`src/rtl/swp_pkg.sv`:
```
package swp_pkg;
  localparam logic [7:0] CMD_KEY1   = 8'hAA;
  localparam logic [7:0] CMD_KEY2   = 8'h55;
  localparam logic [7:0] CMD_LOCK   = 8'hA0;
  localparam logic [7:0] CMD_ERASE  = 8'h80;
  localparam logic [7:0] CMD_UNPROT = 8'h20;

  typedef enum logic [2:0] {
    ST_IDLE, ST_K1, ST_K2, ST_E3, ST_E4, ST_E5, ST_LOAD
  } seqState_t;

  typedef struct packed {
    logic fwd;
    logic cntInc;
    logic cntClr;
    logic setProt;
    logic clrProt;
  } seqStrobe_t;
endpackage

```
`src/rtl/swp_seq_ctrl.sv`:
```
module swp_seq_ctrl
  import swp_pkg::*;
#(
  parameter int ADDR_W = 13,
  parameter int DATA_W = 8,
  parameter logic [ADDR_W-1:0] KEY_ADDR_HI = 13'h1555,
  parameter logic [ADDR_W-1:0] KEY_ADDR_LO = 13'h0AAA
) (
  input  logic              clk,
  input  logic              rst_n,
  input  logic              factoryClr,
  input  logic              wrValid,
  input  logic [ADDR_W-1:0] wrAddr,
  input  logic [DATA_W-1:0] wrData,
  input  logic              progDone,
  input  logic              protIn,
  input  logic              pageFull,
  output seqStrobe_t        strobe,
  output logic              windowOpen
);
  seqState_t state, nextState, evalState;
  logic atHi, atLo, isStart, matched;

  function automatic logic isCode(input logic [DATA_W-1:0] d, input logic [7:0] c);
    return d == DATA_W'(c);
  endfunction

  always_comb begin
    atHi      = (wrAddr == KEY_ADDR_HI);
    atLo      = (wrAddr == KEY_ADDR_LO);
    isStart   = atHi && isCode(wrData, CMD_KEY1);
    // completion of programming closes the window before the write is judged
    evalState = (state == ST_LOAD && progDone) ? ST_IDLE : state;
    nextState = evalState;
    strobe    = '0;
    matched   = 1'b0;
    if (wrValid && rst_n && !factoryClr) begin
      case (evalState)
        ST_IDLE: if (isStart) begin matched = 1'b1; nextState = ST_K1; end
        ST_K1:   if (atLo && isCode(wrData, CMD_KEY2)) begin matched = 1'b1; nextState = ST_K2; end
        ST_K2: begin
          if (atHi && isCode(wrData, CMD_LOCK)) begin
            matched = 1'b1; nextState = ST_LOAD;
            strobe.setProt = 1'b1; strobe.cntClr = 1'b1;
          end else if (atHi && isCode(wrData, CMD_ERASE)) begin
            matched = 1'b1; nextState = ST_E3;
          end
        end
        ST_E3:   if (isStart) begin matched = 1'b1; nextState = ST_E4; end
        ST_E4:   if (atLo && isCode(wrData, CMD_KEY2)) begin matched = 1'b1; nextState = ST_E5; end
        ST_E5: begin
          if (atHi && isCode(wrData, CMD_UNPROT)) begin
            matched = 1'b1; nextState = ST_IDLE; strobe.clrProt = 1'b1;
          end
        end
        default: ;
      endcase
      if (evalState == ST_LOAD) begin
        nextState     = ST_LOAD;
        strobe.fwd    = !pageFull;
        strobe.cntInc = !pageFull;
      end else if (!matched) begin
        if (isStart) nextState = ST_K1;
        else begin
          nextState  = ST_IDLE;
          strobe.fwd = !protIn;
        end
      end
    end
  end

  always_ff @(posedge clk) begin
    if (!rst_n || factoryClr) state <= ST_IDLE;
    else                      state <= nextState;
  end

  assign windowOpen = (state == ST_LOAD);

  // an open window always implies the protection flag is set
  a_r6_load_protected: assert property (@(posedge clk) disable iff (!rst_n || factoryClr)
    (state == ST_LOAD) |-> protIn);
  // the flag is only cleared from the last disable step
  a_r7_clear_from_e5: assert property (@(posedge clk) disable iff (!rst_n || factoryClr)
    strobe.clrProt |-> (state == ST_E5));
endmodule

```
`src/rtl/swp_datapath.sv`:
```
module swp_datapath
  import swp_pkg::*;
#(
  parameter int ADDR_W     = 13,
  parameter int DATA_W     = 8,
  parameter int PAGE_BYTES = 64
) (
  input  logic              clk,
  input  logic              rst_n,
  input  logic              factoryClr,
  input  logic              wrValid,
  input  logic [ADDR_W-1:0] wrAddr,
  input  logic [DATA_W-1:0] wrData,
  input  seqStrobe_t        strobe,
  output logic              protFlag,
  output logic              pageFull,
  output logic              passValid,
  output logic [ADDR_W-1:0] passAddr,
  output logic [DATA_W-1:0] passData
);
  localparam int CNT_W = $clog2(PAGE_BYTES + 1);
  logic [CNT_W-1:0] loadCnt;

  // flag ignores rst_n on purpose
  always_ff @(posedge clk) begin
    if (factoryClr)          protFlag <= 1'b0;
    else if (strobe.clrProt) protFlag <= 1'b0;
    else if (strobe.setProt) protFlag <= 1'b1;
  end

  always_ff @(posedge clk) begin
    if (!rst_n)              loadCnt <= '0;
    else if (strobe.cntClr)  loadCnt <= '0;
    else if (strobe.cntInc)  loadCnt <= loadCnt + 1'b1;
  end

  assign pageFull = (loadCnt == CNT_W'(PAGE_BYTES));

  always_ff @(posedge clk) begin
    if (!rst_n) begin
      passValid <= 1'b0;
      passAddr  <= '0;
      passData  <= '0;
    end else begin
      passValid <= strobe.fwd;
      if (strobe.fwd) begin
        passAddr <= wrAddr;
        passData <= wrData;
      end
    end
  end

  // nothing is forwarded without an incoming write
  a_r2_pass_from_write: assert property (@(posedge clk) disable iff (!rst_n)
    passValid |-> $past(wrValid));
  // the load count never passes the page size
  a_r5_cnt_bound: assert property (@(posedge clk) disable iff (!rst_n)
    loadCnt <= CNT_W'(PAGE_BYTES));
  // the flag moves only on a strobe or factory clear
  a_r9_flag_holds: assert property (@(posedge clk) disable iff (factoryClr)
    (!strobe.setProt && !strobe.clrProt) |=> $stable(protFlag));
endmodule

```
`src/rtl/swp_sequencer.sv`:
```
module swp_sequencer
  import swp_pkg::*;
#(
  parameter int ADDR_W     = 13,
  parameter int DATA_W     = 8,
  parameter int PAGE_BYTES = 64,
  parameter logic [ADDR_W-1:0] KEY_ADDR_HI = 13'h1555,
  parameter logic [ADDR_W-1:0] KEY_ADDR_LO = 13'h0AAA
) (
  input  logic              clk,
  input  logic              rst_n,
  input  logic              factoryClr,
  input  logic              wrValid,
  input  logic [ADDR_W-1:0] wrAddr,
  input  logic [DATA_W-1:0] wrData,
  input  logic              progDone,
  output logic              passValid,
  output logic [ADDR_W-1:0] passAddr,
  output logic [DATA_W-1:0] passData,
  output logic              protOn,
  output logic              windowOpen
);
  seqStrobe_t strobe;
  logic pageFull;

  swp_seq_ctrl #(.ADDR_W(ADDR_W), .DATA_W(DATA_W),
                 .KEY_ADDR_HI(KEY_ADDR_HI), .KEY_ADDR_LO(KEY_ADDR_LO)) u_ctrl (
    .clk(clk), .rst_n(rst_n), .factoryClr(factoryClr), .wrValid(wrValid),
    .wrAddr(wrAddr), .wrData(wrData), .progDone(progDone), .protIn(protOn),
    .pageFull(pageFull), .strobe(strobe), .windowOpen(windowOpen));

  swp_datapath #(.ADDR_W(ADDR_W), .DATA_W(DATA_W), .PAGE_BYTES(PAGE_BYTES)) u_dp (
    .clk(clk), .rst_n(rst_n), .factoryClr(factoryClr), .wrValid(wrValid),
    .wrAddr(wrAddr), .wrData(wrData), .strobe(strobe), .protFlag(protOn),
    .pageFull(pageFull), .passValid(passValid), .passAddr(passAddr), .passData(passData));

  // window opens only with the flag set and with the command itself swallowed
  a_r3_unlock_quiet: assert property (@(posedge clk) disable iff (!rst_n || factoryClr)
    $rose(windowOpen) |-> (protOn && !passValid));
  // locked and no window means nothing leaves on the next cycle
  a_r4_locked_drop: assert property (@(posedge clk) disable iff (!rst_n || factoryClr)
    (protOn && !windowOpen) |=> !passValid);
endmodule

```
`config.mk`:
```
export PLATFORM = sky130hd
export DESIGN_NAME = swp_sequencer
export DESIGN_NICKNAME = d
export VERILOG_FILES = /design/src/rtl/swp_pkg.sv /design/src/rtl/swp_seq_ctrl.sv /design/src/rtl/swp_datapath.sv /design/src/rtl/swp_sequencer.sv
export SDC_FILE = /design/constraint.sdc
export NUM_CORES = 1
export LEC_CHECK = 0
export ABC_CLOCK_PERIOD_IN_PS = 4000
export BUFFER_PORTS_ARGS = -buffer_cell sky130_fd_sc_hd__buf_2
export CAP_MARGIN = 20
export CELL_PAD_IN_SITES_DETAIL_PLACEMENT = 0
export CELL_PAD_IN_SITES_GLOBAL_PLACEMENT = 2
export CORE_ASPECT_RATIO = 0.6
export CORE_MARGIN = 5
export CORE_UTILIZATION = 33
export CTS_CLUSTER_SIZE = 8
export DETAILED_ROUTE_END_ITERATION = 7
export PLACE_DENSITY = 0.87
export SYNTH_ARGS = -nofsm -noshare
export SYNTH_HDL_FRONTEND = slang
export SYNTH_SLANG_ARGS = --single-unit
```
`constraint.sdc`:
```
create_clock -name clk -period 4 [get_ports clk]
set_clock_uncertainty 0.05 [all_clocks]
set_input_delay 0.6 -clock clk [delete_from_list [all_inputs] [get_ports clk]]
set_output_delay 0.6 -clock clk [all_outputs]
set_load 0.02 [all_outputs]
```
=== Word level (Yosys, flattened, before mapping) ===
Index checks and enable logic that the tools add are counted.

* Bits in latches: 0
* Register bits: 33
* Memory bits (read-only): 0
* RAM bits: 0
* Word-level logic and storage cells: 69
* Input bits: 26
* Memories kept: 0

* Reduce and logical (&&, ||, !) cells: 18
* Div/mod/pow operators: 0
* Mux-type cells: 28
* Bitwise operators: 1
* Shift operators: 0
* $lt $le $gt $ge: 0
* Add/subtract/negate cells: 1
* Equal/unequal tests: 15
* $mul: 0

{| class="wikitable"
|+ Operators with widths
! cell !! number
|-
| $mux 3 || 11
|-
| $eq 8x8->1 const B || 3
|-
| $pmux 3 s6 || 1
|-
| $eq 13x12->1 const B || 1
|-
| $eq 13x13->1 const B || 1
|-
| $eq 3x3->1 const B || 4
|-
| $mux 1 || 12
|-
| $eq 8x6->1 const B || 1
|-
| $eq 8x7->1 const B || 1
|-
| $logic_and 1x1->1 || 8
|-
| $reduce_or 2->1 || 4
|-
| $add 7x1->7 const B || 1
|-
| $eq 7x7->1 const B || 1
|-
| $eq 3x2->1 const B || 2
|-
| $mux 5 || 1
|-
| $logic_not 1->1 || 4
|-
| $mux 2 || 2
|-
| $pmux 1 s4 || 1
|-
| $eq 3x1->1 const B || 1
|-
| $logic_not 3->1 || 1
|-
| $logic_or 1x1->1 || 1
|-
| $not 1->1 || 1
|}

=== Depth between registers and ports, before layout ===
* Depth after elaboration: 11
* Depth in mapped cells: 8
* Mapped depth without buffers: 7

=== Hierarchy ===
A second synthesis with hierarchy kept.

* Cells, all modules: 205
* Area total of the unflattened synthesis: 1899.3 um2

{| class="wikitable"
|+ By module, submodules not included
! module !! area an instance (um2) !! instances !! cells an instance
|-
| swp_datapath || 1176.1 || 1 || 110
|-
| swp_seq_ctrl || 723.2 || 1 || 95
|}

=== Worst setup path after synthesis ===
OpenSTA, ideal clock, no wires.

* Kind: input to register
* Start: input wrAddr[1]
* End: register u_dp.passAddr[1]
* Buffers on the path: 1
* Slack: 1.958 ns
* Library setup time: 0.072 ns
* Stages: 7
* Required time: 3.878 ns
* Data arrival time: 1.921 ns
* Cell sequence: and3b_1 -> nand4b_4 -> a211oi_2 -> nor4_2 -> a21oi_4 -> buf_12 -> mux2i_1

* Word-level cells in the longest chain between the ends: 9

{| class="wikitable"
|+ RTL lines
! item !! line !! text
|-
| start, declared || swp_sequencer.sv:14 || <nowiki>input logic [ADDR_W-1:0] wrAddr,</nowiki>
|-
| $eq 13x13->1 || swp_seq_ctrl.sv:29 || <nowiki>atHi = (wrAddr == KEY_ADDR_HI);</nowiki>
|-
| $logic_and 1x1->1 || swp_seq_ctrl.sv:45 || <nowiki>end else if (atHi && isCode(wrData, CMD_ERASE)) begin</nowiki>
|-
| $mux 1 || swp_seq_ctrl.sv:45 ||
|-
| $mux 1 || swp_seq_ctrl.sv:42 || <nowiki>if (atHi && isCode(wrData, CMD_LOCK)) begin</nowiki>
|-
| $pmux 1 s4 || swp_seq_ctrl.sv:38 || <nowiki>case (evalState)</nowiki>
|-
| $mux 1 || swp_seq_ctrl.sv:37 || <nowiki>if (wrValid && rst_n && !factoryClr) begin</nowiki>
|-
| $mux 1 || swp_seq_ctrl.sv:62 || <nowiki>end else if (!matched) begin</nowiki>
|-
| $mux 1 || swp_seq_ctrl.sv:58 || <nowiki>if (evalState == ST_LOAD) begin</nowiki>
|-
| $mux 5 || swp_seq_ctrl.sv:37 ||
|-
| end signal, assigned || swp_datapath.sv:47 || <nowiki>passAddr <= wrAddr;</nowiki>
|-
| end, declared || swp_datapath.sv:18 || <nowiki>output logic [ADDR_W-1:0] passAddr,</nowiki>
|}

Several ways; a longest one is shown, not always the timed one. The select of a mux whose other input is x is not followed.
A chain may end at the register's enable or synchronous reset.

=== Worst setup path in the final report ===
* Start: register u_ctrl.state[0]
* End: register u_dp.passAddr[12]

* Word-level cells in the longest chain between the ends: 10

{| class="wikitable"
|+ RTL lines
! item !! line !! text
|-
| start, declared || swp_seq_ctrl.sv:21 || <nowiki>seqState_t state, nextState, evalState;</nowiki>
|-
| start signal, assigned || swp_seq_ctrl.sv:74 || <nowiki>else state <= nextState;</nowiki>
|-
| $eq 3x3->1 || swp_seq_ctrl.sv:33 || <nowiki>evalState = (state == ST_LOAD && progDone) ? ST_IDLE : state;</nowiki>
|-
| $logic_and 1x1->1 || swp_seq_ctrl.sv:33 ||
|-
| $mux 3 * || swp_seq_ctrl.sv:33 ||
|-
| $eq 3x1->1 (tied with other cells) || swp_seq_ctrl.sv:38 ||
|-
| $reduce_or 2->1 (no source line) || - ||
|-
| $pmux 1 s4 || swp_seq_ctrl.sv:38 ||
|-
| $mux 1 || swp_seq_ctrl.sv:37 ||
|-
| $mux 1 || swp_seq_ctrl.sv:62 ||
|-
| $mux 1 * || swp_seq_ctrl.sv:58 ||
|-
| $mux 5 * || swp_seq_ctrl.sv:37 ||
|}

Every way passes the cells marked *; elsewhere a longest branch is shown, timed or not. The select of a mux whose other input is x is not followed.

==> run summary <==
outcome - completed
Max stage delay cell, worst path - a21oi_4
Max Cap Violations - 0
net load switching power - 0.190 mW
Total GRT Usage - 0.136
drt total wl - 4860 microns
Largest stage delay, worst path - 740 ps
Ys Warns - 0
core box area - 0.00560 sq mm
pin count of the biggest net entering global routing - 25
cts bufs inserted - 5
VDD IR max - 0.119 mV
met3 WL - 356 microns
Gate Count Post-Synth - 214
Root Buffer - clkbuf_8
nets - 291
Resized Gates After CTS - 0
crit path max fanout - 22
Post-Synth XOR/XNOR Area - 0.0320
Unique masters post-synth - 58
Critical Path End Type - flip-flop
Clk pin slew, worst setup/hold paths - 70 ps
Post-Synthesis Cell Area - 0.00192 sq mm
met2 WL - 1810 microns
vias in the first global route - 1657
IO Port Bufs - 49
n_diodes - 0
initial antenna violation count - 0
M1 WL - 2690 microns
top layer in use - met4
Via Count - 1651
setup TNS - 0 ps
Pwr Density - 333 mW/mm^2
Async SR Flop Fraction - 0
CTS Hold Bufs - 0
Flop pwr share - 0.451
area leader, netlist - dfxtp_1
crit share post-route - 0.621
Final Hold Vio Count - 0
maximum clock rate - 0.402 GHz
hold crit path type - flip-flop to flip-flop
adder-cell share of the synthesized area - 0.0131
Antenna Nets Post-Route - 0
placed insts - 336
Synth Area in Compound Gates - 0.0979
Max Buffers Root-to-Sink - 2
Pre-antenna DRT Iters - 4
total grt overflow - 0
Synth Area in Simple Gates - 0.315
most common cell in the netlist - dfxtp_1
max-slew violation count - 0
Post-synth top cells - 33 x dfxtp_1, 30 x nand2_1, 25 x inv_1
post-synthesis sequential area ratio - 0.345
mux contribution to synthesized area - 0.110
CP required - 4160 ps
Yosys reg bits - 33
fin cells - 344
GP Congestion - 0.798
Die H - 69.0 microns
worst-margin pin slew - 916 ps
Site Rows - 21
top_reg_cell synth - dfxtp_1
Syn-to-layout area delta - 20.4%
P_int - 0.579 mW
Setup CP Type - flip-flop to flip-flop
headroom to the max-slew limit - 0.388
First DRT Iteration DRCs - 64
number of synthesized flops with an enable pin - 0
drt wl/cell - 14.1 microns
mean post-synth cell area - 8.96 sq um
first-pass GRT wire length - 8210 microns
dpl hpwl - 3770 microns
Period minus WS final - 2480 ps
CP Launch Type - flip-flop
clock power share - 0.426
post-CTS setup buffer count - 0
H-Tree Depth - 2
Post-Syn Nets - 242
Final setup viols - 0
Area contributors post-synth - dfxtp_1 34%, mux2i_1 11%, nand2_1 5.9%, inv_1 4.9%, nand4_1 3.3%
# IOs - 50
Cell Chain, Critical Path - and3_1, o21ai_1, a211oi_2, nor4_2, a21oi_4, mux2i_1
DR DRC count - 0
main combinational cell family by area after synthesis - simple AND/OR/NAND/NOR gates
Worst-Skew Late Latency - 280 ps
die footprint - 0.00748 sq mm
layout cell share with drive strength beyond 1 - 0.277
Pleak - 1.10 nW
CTS tree - done
Net Sw Frac - 0.247
Die Wd - 108 microns
Initial Utilization - 0.342
share of the synthesized area in the top cell type - 0.345
Comb pwr share - 0.123
Arrival @ worst endpoint - 2640 ps
RSZ-0062 raised after global routing - false
vias per inst - 4.80
total clock sinks - 33
## stage by stage
| stage | utilization | power (mW) | worst slack (ps) | hold slack, ps | area (sq um) |
|---|---|---|---|---|---|
| after global routing | 0.412 | 0.807 | 1310 | 433 | 2310 |
| after CTS | 0.412 | 0.780 | 1530 | 410 | 2310 |
| final | 0.412 | 0.768 | 1520 | 405 | 2310 |
| after global placement | 0.392 | 0.449 | 1220 | 393 | 2190 |
| after detailed placement | 0.392 | 0.449 | 1260 | 401 | 2190 |
| after floorplan | - | 0.408 | 1960 | 453 | 1920 |
## path summary, 6_finish.rpt
kind,to,from,slack (ps),cells past startpoint
worst max register to register,u_dp.passAddr[12],u_ctrl.state[0],1520,6
worst max-delay path,u_dp.passAddr[12],u_ctrl.state[0],1520,6
worst min register to register,u_dp.passData[1],u_dp.passData[1],400,2
worst min-delay path,u_dp.passData[1],u_dp.passData[1],400,2
## final cells by class
class                   instances  area [sq um]
clock buffers                   7          86.3
clock inverters                 1          30.0
fillers                       597          3290
inverters                      26          97.6
multi-input cells             148          1090
flip-flops and latches         33           661
well taps                      80           100
repair buffers                 49           245
## registers in the layout, summed over array words and instances, names as in the netlist
name / cells
u_dp.passData: 8
u_dp.passAddr: 13
u_dp.protFlag: 1
u_ctrl.state: 3
u_dp.loadCnt: 7
u_dp.passValid: 1
## worst max-delay path, delay by kind of cell (launching register included)
kind	cells	cell delay (ps)
AOI/OAI and AO/OA	3	1170
DFF	1	610
and+or+nand+nor	2	310
muxes	1	270
## metal layers
metal / up-vias / GRT usage
met3: 2 / 0.0457
li1: 852 / -
met4: 0 / 0.0322
met2: 51 / 0.171
met5: - / 0
met1: 746 / 0.214
## power by group through the flow
stage / Sequential [mW] / Combinational [mW] / Clock, mW
after floorplan: 0.369 / 0.0386 / 0
after global placement: 0.354 / 0.0951 / 0
after detailed placement: 0.354 / 0.0950 / 0
after CTS: 0.347 / 0.0956 / 0.338
after global routing: 0.348 / 0.104 / 0.355
final: 0.347 / 0.0946 / 0.327
## kinds of logic after synthesis
| group | Yosys count |
|---|---|
| adder cells (fa/ha/maj) | 2 |
| multiplexers | 21 |
| flip-flops | 33 |
| AND/OR/NAND/NOR | 97 |
| AO/OA/AOI/OAI | 21 |
| XOR/XNOR | 7 |
| buffers and inverters | 33 |
## cell usage in the layout (no fill, tap or decap), drive strengths merged, types with 2 or more instances in the layout
cell type,count
buf,49
dfxtp,33
nand2,30
inv,26
mux2i,21
nor2,16
nand4,10
clkbuf,7
nor4,7
nor3,6
xor2,4
nand3,4
xnor2,3
and4bb,3
o21ai,3
nand3b,3
a31oi,3
a211oi,3
a21oi,3
and3b,2
nand4bb,2
nand2b,2
ha,2
nand4b,2
and4b,2
No activity file was read; power rests on OpenSTA's default activity.
